File: src/rtl/decade_pkg.sv
package decade_pkg;
    localparam int JW    = 5;
    localparam int SEG_W = 7;

    typedef enum logic [JW-1:0] {
        D0 = 5'b00000,
        D1 = 5'b00001,
        D2 = 5'b00011,
        D3 = 5'b00111,
        D4 = 5'b01111,
        D5 = 5'b11111,
        D6 = 5'b11110,
        D7 = 5'b11100,
        D8 = 5'b11000,
        D9 = 5'b10000
    } jstate_t;

    localparam logic [SEG_W-1:0] SEG_ALL = '1;
    localparam logic [SEG_W-1:0] SEG_OFF = '0;
endpackage

File: src/rtl/edge_sync.sv
module edge_sync #(
    parameter int STAGES = 2
) (
    input  logic clk,
    input  logic rst,
    input  logic din,
    output logic level,
    output logic rise,
    output logic fall
);
    localparam int TOP = STAGES;

    logic [TOP:0] sh;

    always_ff @(posedge clk or posedge rst) begin
        if (rst) sh <= '0;
        else     sh <= {sh[TOP-1:0], din};
    end

    always_comb begin
        level = sh[TOP-1];
        rise  = sh[TOP-1] & ~sh[TOP];
        fall  = ~sh[TOP-1] & sh[TOP];
    end


    single_pulse_chk: assert property (@(posedge clk) disable iff (rst)
        rise |=> !rise);
endmodule

File: src/rtl/johnson_ctr.sv
module johnson_ctr
    import decade_pkg::*;
(
    input  logic    clk,
    input  logic    rst,
    input  logic    adv,
    output jstate_t state,
    output logic    carry
);
    jstate_t nxt;
    logic [JW-1:0] bits;

    always_ff @(posedge clk or posedge rst) begin
        if (rst)      state <= D0;
        else if (adv) state <= nxt;
    end

    always_comb begin
        unique case (state)
            D0: nxt = D1;
            D1: nxt = D2;
            D2: nxt = D3;
            D3: nxt = D4;
            D4: nxt = D5;
            D5: nxt = D6;
            D6: nxt = D7;
            D7: nxt = D8;
            D8: nxt = D9;
            D9: nxt = D0;
            default: nxt = D0;
        endcase
    end

    always_comb begin
        bits  = state;
        carry = ~bits[JW-1];
    end


    advance_moves_chk: assert property (@(posedge clk) disable iff (rst)
        adv |=> state != $past(state));

    hold_stable_chk: assert property (@(posedge clk) disable iff (rst)
        !adv |=> state == $past(state));

    carry_wrap_chk: assert property (@(posedge clk) disable iff (rst)
        $rose(carry) |-> ($past(state) == D9 && state == D0));
endmodule

File: src/rtl/seg_decode.sv
module seg_decode
    import decade_pkg::*;
(
    input  jstate_t          state,
    input  logic             lamp,
    input  logic             rb_in,
    output logic [SEG_W-1:0] seg,
    output logic             rb_out
);
    logic [SEG_W-1:0] pat;
    logic             blank;

    always_comb begin
        unique case (state)
            D0: pat = 7'h3F;
            D1: pat = 7'h06;
            D2: pat = 7'h5B;
            D3: pat = 7'h4F;
            D4: pat = 7'h66;
            D5: pat = 7'h6D;
            D6: pat = 7'h7D;
            D7: pat = 7'h07;
            D8: pat = 7'h7F;
            D9: pat = 7'h6F;
            default: pat = SEG_OFF;
        endcase
    end

    always_comb begin
        blank  = ~rb_in & (state == D0);
        rb_out = ~blank;
        if (lamp)       seg = SEG_ALL;
        else if (blank) seg = SEG_OFF;
        else            seg = pat;
    end
endmodule

File: src/rtl/decade_display.sv
module decade_display
    import decade_pkg::*;
#(
    parameter int SYNC_STAGES = 2
) (
    input  logic             clk,
    input  logic             rst,
    input  logic             count_in,
    input  logic             inhibit_in,
    input  logic             lamp_test,
    input  logic             rb_in,
    output logic [SEG_W-1:0] seg,
    output logic             carry_out,
    output logic             rb_out
);
    logic    cnt_lvl, cnt_rise, cnt_fall;
    logic    inh_lvl, inh_rise, inh_fall;
    logic    adv;
    jstate_t state;

    edge_sync #(.STAGES(SYNC_STAGES)) u_cnt_sync (
        .clk(clk), .rst(rst), .din(count_in),
        .level(cnt_lvl), .rise(cnt_rise), .fall(cnt_fall)
    );

    edge_sync #(.STAGES(SYNC_STAGES)) u_inh_sync (
        .clk(clk), .rst(rst), .din(inhibit_in),
        .level(inh_lvl), .rise(inh_rise), .fall(inh_fall)
    );

    always_comb begin
        adv = (cnt_rise & ~inh_lvl) | (inh_fall & cnt_lvl);
    end

    johnson_ctr u_ctr (
        .clk(clk), .rst(rst), .adv(adv), .state(state), .carry(carry_out)
    );

    seg_decode u_dec (
        .state(state), .lamp(lamp_test), .rb_in(rb_in),
        .seg(seg), .rb_out(rb_out)
    );


    inhibit_blocks_chk: assert property (@(posedge clk) disable iff (rst)
        (inh_lvl && !inh_fall) |=> $stable(state));

    lamp_all_on_chk: assert property (@(posedge clk) disable iff (rst)
        lamp_test |-> seg == SEG_ALL);

    blank_rule_chk: assert property (@(posedge clk) disable iff (rst)
        (!rb_out && !lamp_test) |-> (seg == SEG_OFF && state == D0));

    unused_edges_chk: assert property (@(posedge clk) disable iff (rst)
        (inh_rise || cnt_fall) && !cnt_rise && !inh_fall |=> $stable(state));
endmodule

File: config.mk
export PLATFORM = sky130hd
export DESIGN_NAME = decade_display
export DESIGN_NICKNAME = d
export VERILOG_FILES = /design/src/rtl/decade_pkg.sv /design/src/rtl/edge_sync.sv /design/src/rtl/johnson_ctr.sv /design/src/rtl/seg_decode.sv /design/src/rtl/decade_display.sv
export SDC_FILE = /design/constraint.sdc
export NUM_CORES = 1
export LEC_CHECK = 0
export BUFFER_PORTS_ARGS = -buffer_cell sky130_fd_sc_hd__buf_4
export CORE_AREA = 2 2 39 41
export CTS_BUF_LIST = sky130_fd_sc_hd__clkbuf_4 sky130_fd_sc_hd__clkbuf_8
export DETAILED_ROUTE_END_ITERATION = 7
export DIE_AREA = 0 0 41 43
export PLACE_DENSITY = 0.84
export SYNTH_ARGS = -nofsm -noshare
export SYNTH_HDL_FRONTEND = slang
export SYNTH_SLANG_ARGS = --single-unit
File: constraint.sdc
create_clock -name clk -period 2.05 [get_ports clk]
set_input_delay 0.1025 -clock clk [delete_from_list [all_inputs] [get_ports clk]]
set_output_delay 0.1025 -clock clk [all_outputs]
set_load 0.1 [all_outputs]
==> run_results.csv, run 1 <==
group,metric,value,unit
run_status,status,"complete, no violations",
setup_path,crit_path_end_kind,"primary output",
clock_network,cts_buffers,3,
logic_synthesis,synth_edf_count,0,
drt,vias_per_cell,5.69,
global_route,grt_util_all_layers,22.2,%
drt,drt_wl_total,1690,um
timing,tightest_slew,0.403,ns
layout,area_growth,37.6,%
layout,nFillCells,97,
global_route,grt_pass1_wl,2640,um
hold_path,hp-class,"reg2reg",
die,die_w,41,um
timing,clock_skew,0.00170,ns
logic_synthesis,syn_area_per_cell,9.48,um^2
setup_path,cp_num_buf_inv,3,
logic_synthesis,synth_top_flop_cell,"dfrtp_1",
logic_synthesis,syn_nets,91,
global_route,grt_pass1_vias,627,
setup_path,slowest_delay,0.44,ns
logic_synthesis,synthCells,81,
drt,drt-wirelength-per-cell,14.2,um
setup_path,critPathKind,"reg2out",
global_route,antenna_found_initial,0,
die,io_pins,15,
setup_path,crit_slowest_cell,"dfrtp_2",
global_route,gr-total-overflow,0,
die,die_y,43,um
layout,final_common_cell,"buf_4",
placed_design,io_buffers,14,
global_route,grtUsageMet2,37.5,%
setup_path,worstPathRequired,1.95,ns
logic_synthesis,synth_cell_type_count,38,
timing,period_minus_slack,1.99,ns
die,row_count,14,
clock_network,cts.reportedPaths.clkPinSlew,0.07,ns
drt,dr.pass1.iters,7,
setup_path,critical_path_peak_fanout,4,
timing,fin_crit_sh,97.0,%
logic_synthesis,ys_seq_area_share,35.8,%
clock_network,clk_latency,0.27,ns
drt,drtIter0Drc,8,
logic_synthesis,async_flop_share,100,%
clock_network,cts-root-buf,"clkbuf_4",
setup_path,worst_setup_path_start_kind,"flop",
placed_design,gp_congestion,0.821,
placed_design,dp.final_hpwl,1150,um
drt,vias,677,
setup_path,crit_start,"u_ctr.state[0]",
timing,timing_max_transition_violations_final,0,
drt,ant_nets,0,
layout,diodes,0,
global_route,grt_use_met1,28.0,%
layout,drive_gt1_share,48.5,%
layout,final_cell_mix,"buf_4, dfrtp_1, nor2_1, o21ai_0, nand2_1",
clock_network,cts.sinks,11,
placed_design,place_area,917,um^2
logic_synthesis,syn_area,768,um^2
logic_synthesis,synth_seq_cells,11,
hold_path,hp-start,"u_cnt_sync.sh[0]",
clock_network,cts_tree,"yes",
timing,slew_headroom,73.1,%
clock_network,cts_buffer_depth,2,
setup_path,crit_chain,"inv_2 -> ha_4 -> nand2b_4 -> nor4_4 -> inv_4 -> a31oi_4 -> nor2_4 -> buf_6",
timing,hold_viol,0,
clock_network,h-tree-depth,1,
setup_path,cp_top_family,"flip-flops",
global_route,grt_max_degree,16,
timing,setup_viol,0,
setup_path,r2r-start,"u_ctr.state[0]",
layout,layout.nets,114,
run,cap_violations,0,
die,die_area,1760,um^2
setup_path,cp_data_arrival_time,1.89,ns
drt,remaining_drc_errors,0,
layout,finish.instance_area,1060,um^2
logic_synthesis,yosysWarnings,0,
global_route,groute.layer.met3.usage,1.57,%
die,initial_core_util,55.5,%
timing,max_freq,0.503,GHz
global_route,grt-busiest-layer,"met2",
die,coreArea,1380,um^2
[through the flow]
stage	setup slack (ns)	utilization, %	hold slack, ns	TNS (ns)	cells
2_1_floorplan	-0.0649	-	-0.0451	-0.0649	81
6_report	0.0617	76.4	0.349	0	119
5_1_grt	-0.00616	76.4	0.356	-0.00772	119
3_3_place_gp	0.159	66.3	0.104	0	109
3_5_place_dp	0.106	66.3	0.114	0	109
4_1_cts	0.00659	75.3	0.353	0	119
[path summary, 6_finish.rpt]
| path | endpoint | slack, ns | cells past startpoint |
|---|---|---|---|
| worst min register to register | u_cnt_sync.sh[1] | 0.35 | 0 |
| min in group asynchronous | u_ctr.state[1] | 0.38 | 3 |
| worst max-delay path | seg[3] | 0.06 | 8 |
| worst max register to register | u_ctr.state[1] | 0.67 | 5 |
| worst min-delay path | u_cnt_sync.sh[1] | 0.35 | 0 |
| max in group asynchronous | u_ctr.state[4] | 1.36 | 3 |
[repair_timing]
item | CTS | global route
pin swaps | 2 | 1
endpoints found under the hold margin | 13 | 0
cloned | 0 | 0
setup endpoints to repair | 6 | 5
hold buffers | 3 | 0
buffers inserted | 3 | 0
gates resized for setup | 12 | 5
[cells in the mapped netlist, drive strengths merged, types with 2 or more instances]
cell	instances	area share [%]
o31ai	2	2.0
o21a	2	2.0
dfrtp	11	36
a21oi	2	1.3
inv	6	2.9
a31oi	3	3.3
buf	5	6.5
o21bai	3	2.9
or2	2	1.6
ha	4	6.5
nand3b	2	2.4
nand2b	2	1.6
nor2	8	4.2
o21ai	7	4.6
a21boi	2	2.0
nand2	7	4.4
[sequential cells by signal (all words and copies together) (netlist names)]
| signal | flops |
|---|---|
| u_cnt_sync.sh | 3 |
| u_ctr.state | 5 |
| u_inh_sync.sh | 3 |
[cell families (layout without fill, tap and decap cells)]
| kind of cell | count (synthesis) | count (layout) | synth area share, % |
|---|---|---|---|
| flops | 11 | 11 | 35.8 |
| fa+ha+maj | 4 | 4 | 6.51 |
| buf+inv | 11 | 33 | 9.45 |
| compound gates | 30 | 30 | 28.2 |
| simple gates | 24 | 24 | 18.6 |
| mux | 1 | 1 | 1.47 |
[area by class of cell]
cell class	count	area, um^2	share of cell area [%]
Multi-Input combinational cell	59	509	48.2
Inverter	6	25.0	2.37
Clock inverter	1	5.00	0.473
Sequential cell	11	280	26.5
Clock buffer	3	22.5	2.13
Tap cell	16	20.0	1.89
Timing Repair Buffer	23	195	18.5
[worst reg2reg max path, cell delays in order (launching register included)]
cell	delay, ns
dfrtp_2	0.44
ha_2	0.23
nand2_4	0.10
a21boi_1	0.15
o21ai_0	0.09
mux2_2	0.27
[per-layer routing]
metal | vias up | part of all wire, %
li1 | 336 | -
met1 | 313 | 42
met2 | 24 | 53
met3 | 4 | 3.5
met4 | 0 | 1.2
met5 | - | 0
Power of run 1 is not shown: default switching activity piles up to over one toggle a cycle in this logic, so the estimate is an artifact.
==> inputs of run 2 (changes only) <==
--- a/config.mk
+++ b/config.mk
@@ -8,9 +8,10 @@
 export BUFFER_PORTS_ARGS = -buffer_cell sky130_fd_sc_hd__buf_4
-export CORE_AREA = 2 2 39 41
+export CORE_MARGIN = 2
+export CORE_UTILIZATION = 60
 export CTS_BUF_LIST = sky130_fd_sc_hd__clkbuf_4 sky130_fd_sc_hd__clkbuf_8
 export DETAILED_ROUTE_END_ITERATION = 7
-export DIE_AREA = 0 0 41 43
-export PLACE_DENSITY = 0.84
+export PLACE_DENSITY = 0.86
 export SYNTH_ARGS = -nofsm -noshare
 export SYNTH_HDL_FRONTEND = slang
+export SYNTH_HIERARCHICAL = 1
 export SYNTH_SLANG_ARGS = --single-unit
--- a/constraint.sdc
+++ b/constraint.sdc
@@ -3,2 +3,2 @@
 set_output_delay 0.1025 -clock clk [all_outputs]
-set_load 0.1 [all_outputs]
+set_load 0.05 [all_outputs]
==> run 2 against run 1 <==
Effect of this change:
- fmax is 0.55% higher
- cell count is 4.2% higher
- flip-flop and latch count stayed put
- area after synthesis is 6.0% higher
- global-route usage is 4.7 points higher
- synthesized cell count is 12% higher
- clock skew is 0.0030 ns higher
- routed wire length is 12% higher
- core utilization is 0.72 points higher
- sequential share of layout area is 1.5 points higher
- worst setup slack better by 0.011 ns
- non-clock buffer count is 4 lower
==> run_results.csv, run 2 <==
group,metric,value,unit
run_status,status,"complete, no violations",
drt,ant_nets,0,
die,die_y,40.8,um
layout,final_common_cell,"buf_4",
drt,dr.pass1.iters,4,
timing,tightest_slew,0.563,ns
power,p_int,720,uW
timing,period_minus_slack,1.98,ns
hold_path,hp-class,"in2async",
power,power.clock.fraction,10.3,%
clock_network,cts.reportedPaths.clkPinSlew,0.08,ns
clock_network,clk_latency,0.28,ns
placed_design,io_buffers,14,
setup_path,cp_data_arrival_time,1.87,ns
timing,slew_headroom,62.5,%
timing,setup_viol,0,
die,die_w,40.8,um
layout,layout.nets,119,
setup_path,crit_chain,"inv_1 -> ha_2 -> or3b_4 -> o311ai_1 -> a31o_1 -> buf_4",
setup_path,worstPathRequired,1.95,ns
drt,drt_wl_total,1890,um
logic_synthesis,syn_nets,100,
logic_synthesis,yosysWarnings,6,
power,switchingPower,782,uW
layout,area_growth,21.7,%
timing,hold_viol,0,
drt,vias,770,
drt,vias_per_cell,6.21,
setup_path,critical_path_peak_fanout,5,
logic_synthesis,synthCells,91,
drt,drtIter0Drc,17,
die,coreArea,1280,um^2
logic_synthesis,syn_area,815,um^2
global_route,grt_max_degree,25,
run,cap_violations,0,
clock_network,cts_buffer_depth,2,
layout,largest_register_ffs,5,
logic_synthesis,syn_area_per_cell,8.95,um^2
placed_design,gp_congestion,0.768,
clock_network,cts_buffers,3,
layout,diodes,0,
global_route,grt_util_all_layers,26.9,%
layout,drive_gt1_share,31.2,%
drt,drt-wirelength-per-cell,15.3,um
die,die_area,1670,um^2
timing,clock_skew,0.00470,ns
layout,top_regs,"u_ctr/state: 5 flops, u_cnt_sync/sh: 3 flops, u_inh_sync/sh: 3 flops",
clock_network,h-tree-depth,1,
timing,rsz0062_at_grt,"false",
clock_network,cts_tree,"yes",
clock_network,cts-root-buf,"clkbuf_4",
global_route,grt_pass1_vias,621,
power,ir_worst_vdd,0.000977,V
layout,nFillCells,97,
setup_path,critPathKind,"reg2out",
setup_path,crit_slowest_cell,"dfrtp_2",
die,io_pins,15,
global_route,gr-total-overflow,0,
timing,tns,0,ns
layout,finish.instance_area,991,um^2
placed_design,place_area,908,um^2
power,pwr-share-comb,65.3,%
clock_network,cts.sinks,11,
power,p_leak,0.000456,uW
setup_path,crit_path_end_kind,"primary output",
setup_path,slowest_delay,0.41,ns
timing,timing_max_transition_violations_final,0,
layout,final_cell_mix,"buf_4, inv_1, nand2_1, dfrtp_1, nor2b_1",
die,row_count,13,
power,p_per_area,1520,nW/um^2
global_route,antenna_found_initial,0,
power,p_seq_share,24.3,%
global_route,grt_pass1_wl,2820,um
layout,max_flop_register,"u_ctr/state",
timing,fin_crit_sh,96.5,%
die,initial_core_util,63.4,%
drt,remaining_drc_errors,0,
setup_path,worst_setup_path_start_kind,"flop",
power,switching_share,52.0,%
timing,max_freq,0.506,GHz
placed_design,dp.final_hpwl,1280,um
==> run 2: changes by cell type in the layout (fill, tap and decap cells not counted), moves of 3 or more <==
cell	delta
a21oi_1	+3
inv_1	+6
nand2_1	+4
nor2_1	-6
nor2b_1	+8
o21ai_0	-6
o31ai_1	+3
==> run 2: power by group through the flow <==
stage	logic, uW	clock network (uW)	registers (uW)
after floorplan	739	0	331
after global placement	874	0	373
after detailed placement	893	0	379
after CTS	952	153	359
after global routing	1050	167	376
final	981	155	366
==> run 2: final timing paths <==
check	startpoint	to	slack, ns	depth (start not counted)
min	rst	u_cnt_sync/sh[1]	0.26	3
max	u_ctr/state[0]	seg[2]	0.07	6
max in group asynchronous	rst	u_ctr/state[0]	1.57	3
max reg2reg	u_cnt_sync/sh[1]	u_ctr/state[1]	0.56	6
min reg2reg	u_inh_sync/sh[0]	u_inh_sync/sh[1]	0.35	0
min in group clk	u_inh_sync/sh[0]	u_inh_sync/sh[1]	0.35	0
==> run 2: critical path: cells and delay by family, from the launching register on <==
kind	cells	cell delay (ns)
buffers and inverters	2	0.27
AO/OA/AOI/OAI	2	0.28
adder cells (fa/ha/maj)	1	0.23
AND/OR/NAND/NOR	1	0.40
flip-flops	1	0.41
==> run 2: timing repair <==
| item | CTS | global route |
|---|---|---|
| gates cloned | 0 | 0 |
| setup endpoints to repair | 5 | 7 |
| hold endpoints to repair | 13 | 0 |
| resized for setup | 3 | 3 |
| hold buffers | 3 | 0 |
| setup buffers | 1 | 0 |
==> run 2: metrics by stage <==
| step | setup WS, ns | total power [uW] | utilization [%] | instances | hold WS, ns |
|---|---|---|---|---|---|
| 2_1_floorplan | 0.0658 | 1070 | - | 91 | -0.144 |
| 3_3_place_gp | 0.282 | 1250 | 70.7 | 116 | -0.00844 |
| 3_5_place_dp | 0.207 | 1270 | 70.7 | 116 | 0.00245 |
| 4_1_cts | 0.00746 | 1460 | 76.5 | 124 | 0.264 |
| 5_1_grt | 0.00852 | 1590 | 77.1 | 124 | 0.267 |
| 6_report | 0.0726 | 1500 | 77.1 | 124 | 0.260 |
==> run 2: area by class of cell <==
class,count,area (um^2),share of cell area [%]
Tap cell,15,18.8,1.89
Multi-Input combinational cell,64,475,48.0
Clock inverter,1,5.00,0.505
Clock buffer,3,22.5,2.27
Timing Repair Buffer,19,150,15.2
Sequential cell,11,278,28.0
Inverter,11,41.3,4.17
==> run 2: routing by layer <==
layer	global-route usage [%]	routed length, um
met5	0	0
met4	11.7	48
met3	9.24	114
met2	43.4	929
met1	32.0	799
Note: power is estimated with default switching activity, not from simulation.
==> inputs of run 3 (changes only) <==
SETUP_SLACK_MARGIN = 0.15   (was not set)
==> run 3 against run 2 <==
Effect of this change:
- critical path type unchanged
- clock skew is 0.0019 ns lower
- sequential power rose by 5.7%
- flip-flop and latch count stayed put
- highest routed layer unchanged
- worst setup slack improved by 0.065 ns
- largest cell class unchanged
- register-to-register slack barely moved
- cell area is 12% higher
==> run_results.csv, run 3 (same netlist as run 2, synthesis figures left out) <==
group,metric,value,unit
setup_path,cp_data_arrival_time,1.81,ns
layout,diodes,0,
setup_path,slowest_delay,0.43,ns
timing,max_freq,0.523,GHz
global_route,antenna_found_initial,0,
drt,remaining_drc_errors,0,
clock_network,h-tree-depth,1,
clock_network,clk_latency,0.27,ns
drt,drt-wirelength-per-cell,17.6,um
placed_design,place_ws,0.347,ns
die,row_count,13,
clock_network,cts_buffer_depth,2,
global_route,grt_util_all_layers,27.5,%
global_route,grt_max_degree,25,
layout,drive_gt1_share,42.1,%
power,p_leak,0.000489,uW
power,switching_share,50.8,%
die,initial_core_util,63.4,%
die,die_area,1670,um^2
global_route,grt_pass1_wl,2860,um
setup_path,crit_path_end_kind,"primary output",
timing,setup_viol,0,
run_status,status,"complete, no violations",
layout,final_cell_mix,"buf_4, nand2_1, nor2b_1",
power,p_int,876,uW
die,coreArea,1280,um^2
timing,timing_max_transition_violations_final,0,
placed_design,io_buffers,14,
power,power.clock.fraction,8.0,%
setup_path,critPathKind,"reg2out",
power,pwr-share-comb,70.2,%
power,p_seq_share,21.8,%
die,die_w,40.8,um
clock_network,cts_tree,"yes",
timing,rsz0062_at_grt,"true",
power,ir_worst_vdd,0.00121,V
clock_network,cts_buffers,3,
timing,slew_headroom,75.6,%
clock_network,cts.sinks,11,
layout,area_growth,36.4,%
drt,vias,803,
timing,period_minus_slack,1.91,ns
timing,timing.final.ws_setup,0.138,ns
clock_network,cts.reportedPaths.clkPinSlew,0.07,ns
layout,max_flop_register,"u_ctr/state",
layout,top_regs,"u_ctr/state: 5 flops, u_cnt_sync/sh: 3 flops, u_inh_sync/sh: 3 flops",
timing,tightest_slew,0.366,ns
drt,drt_wl_total,2270,um
die,io_pins,15,
layout,final_common_cell,"buf_4",
setup_path,worst_setup_path_start_kind,"flop",
timing,hold_slack,0.299,ns
placed_design,gp_congestion,0.731,
drt,vias_per_cell,6.22,
layout,largest_register_ffs,5,
drt,dr.pass1.iters,4,
drt,ant_nets,0,
global_route,gr-total-overflow,0,
setup_path,crit_slowest_cell,"dfrtp_2",
hold_path,hp-class,"in2async",
timing,tns,0,ns
power,p_per_area,1600,nW/um^2
drt,drtIter0Drc,22,
setup_path,worstPathRequired,1.95,ns
power,switchingPower,905,uW
run,cap_violations,0,
timing,clock_skew,0.00276,ns
timing,hold_viol,0,
layout,layout.nets,124,
global_route,grt_pass1_vias,622,
timing,fin_crit_sh,93.3,%
setup_path,crit_chain,"inv_2 -> ha_4 -> or2_4 -> a21oi_2 -> a221o_1 -> buf_6",
clock_network,cts-root-buf,"clkbuf_4",
setup_path,critical_path_peak_fanout,3,
die,die_y,40.8,um
run 3: changes by cell type in the layout (fill, tap and decap cells not counted), moves of 2 or more:
cell	before	now
inv_2	1	3
buf_6	0	6
dfrtp_1	9	7
inv_1	9	7
ha_4	0	2
run 3: layer usage:
metal	global-route usage, %	share of wire, %
met5	0	0
met4	7.50	0.31
met3	9.78	4.7
met2	46.9	54
met1	32.1	41
run 3: final timing paths:
path                             startpoint          endpoint  slack (ns)  depth (start not counted)
max in group asynchronous               rst    u_ctr/state[2]        1.53                          3
min                                     rst  u_cnt_sync/sh[0]        0.30                          3
max reg2reg                u_cnt_sync/sh[1]    u_ctr/state[1]        0.56                          6
max                          u_ctr/state[1]            seg[0]        0.14                          6
min in group clk           u_cnt_sync/sh[0]  u_cnt_sync/sh[1]        0.36                          0
min reg2reg                u_cnt_sync/sh[0]  u_cnt_sync/sh[1]        0.36                          0
run 3: cell type report:
| cell class | instances | area, um^2 |
|---|---|---|
| Timing Repair Buffer | 24 | 210 |
| Clock buffer | 3 | 22.5 |
| Fill cell | 69 | 174 |
| Clock inverter | 1 | 5.00 |
| Multi-Input combinational cell | 64 | 531 |
| Tap cell | 15 | 18.8 |
| Inverter | 11 | 41.3 |
| Sequential cell | 11 | 283 |
run 3: what timing repair did:
action / 4_1_cts / 5_1_grt
hold buffers: 3 / 0
hold endpoints to repair: 13 / 0
pin swaps: 2 / 4
gates resized for setup: 12 / 13
setup endpoints to repair: 7 / 7
setup buffers: 1 / 4
run 3: metrics by stage:
stage	instances	power [uW]	util (%)	cell area, um^2
2_1_floorplan	91	1070	-	816
3_3_place_gp	117	1260	71.4	917
3_5_place_dp	117	1290	71.4	917
4_1_cts	125	1540	79.6	1020
5_1_grt	129	1860	86.5	1110
6_report	129	1780	86.5	1110
run 3: worst max-delay path: cells and delay by family, from the launching register on:
family,cells,cell delay [ns]
AO/OA/AOI/OAI,2,0.44
adder cells (fa/ha/maj),1,0.19
buffers and inverters,2,0.24
flip-flops,1,0.43
AND/OR/NAND/NOR,1,0.24
run 3: power groups by stage:
stage                     sequential (uW)  combinational [uW]  clock, uW
after floorplan                       331                 743          0
after global placement                352                 911          0
after detailed placement              358                 936          0
after CTS                             362                1030        152
after global routing                  398                1300        162
final                                 387                1250        143
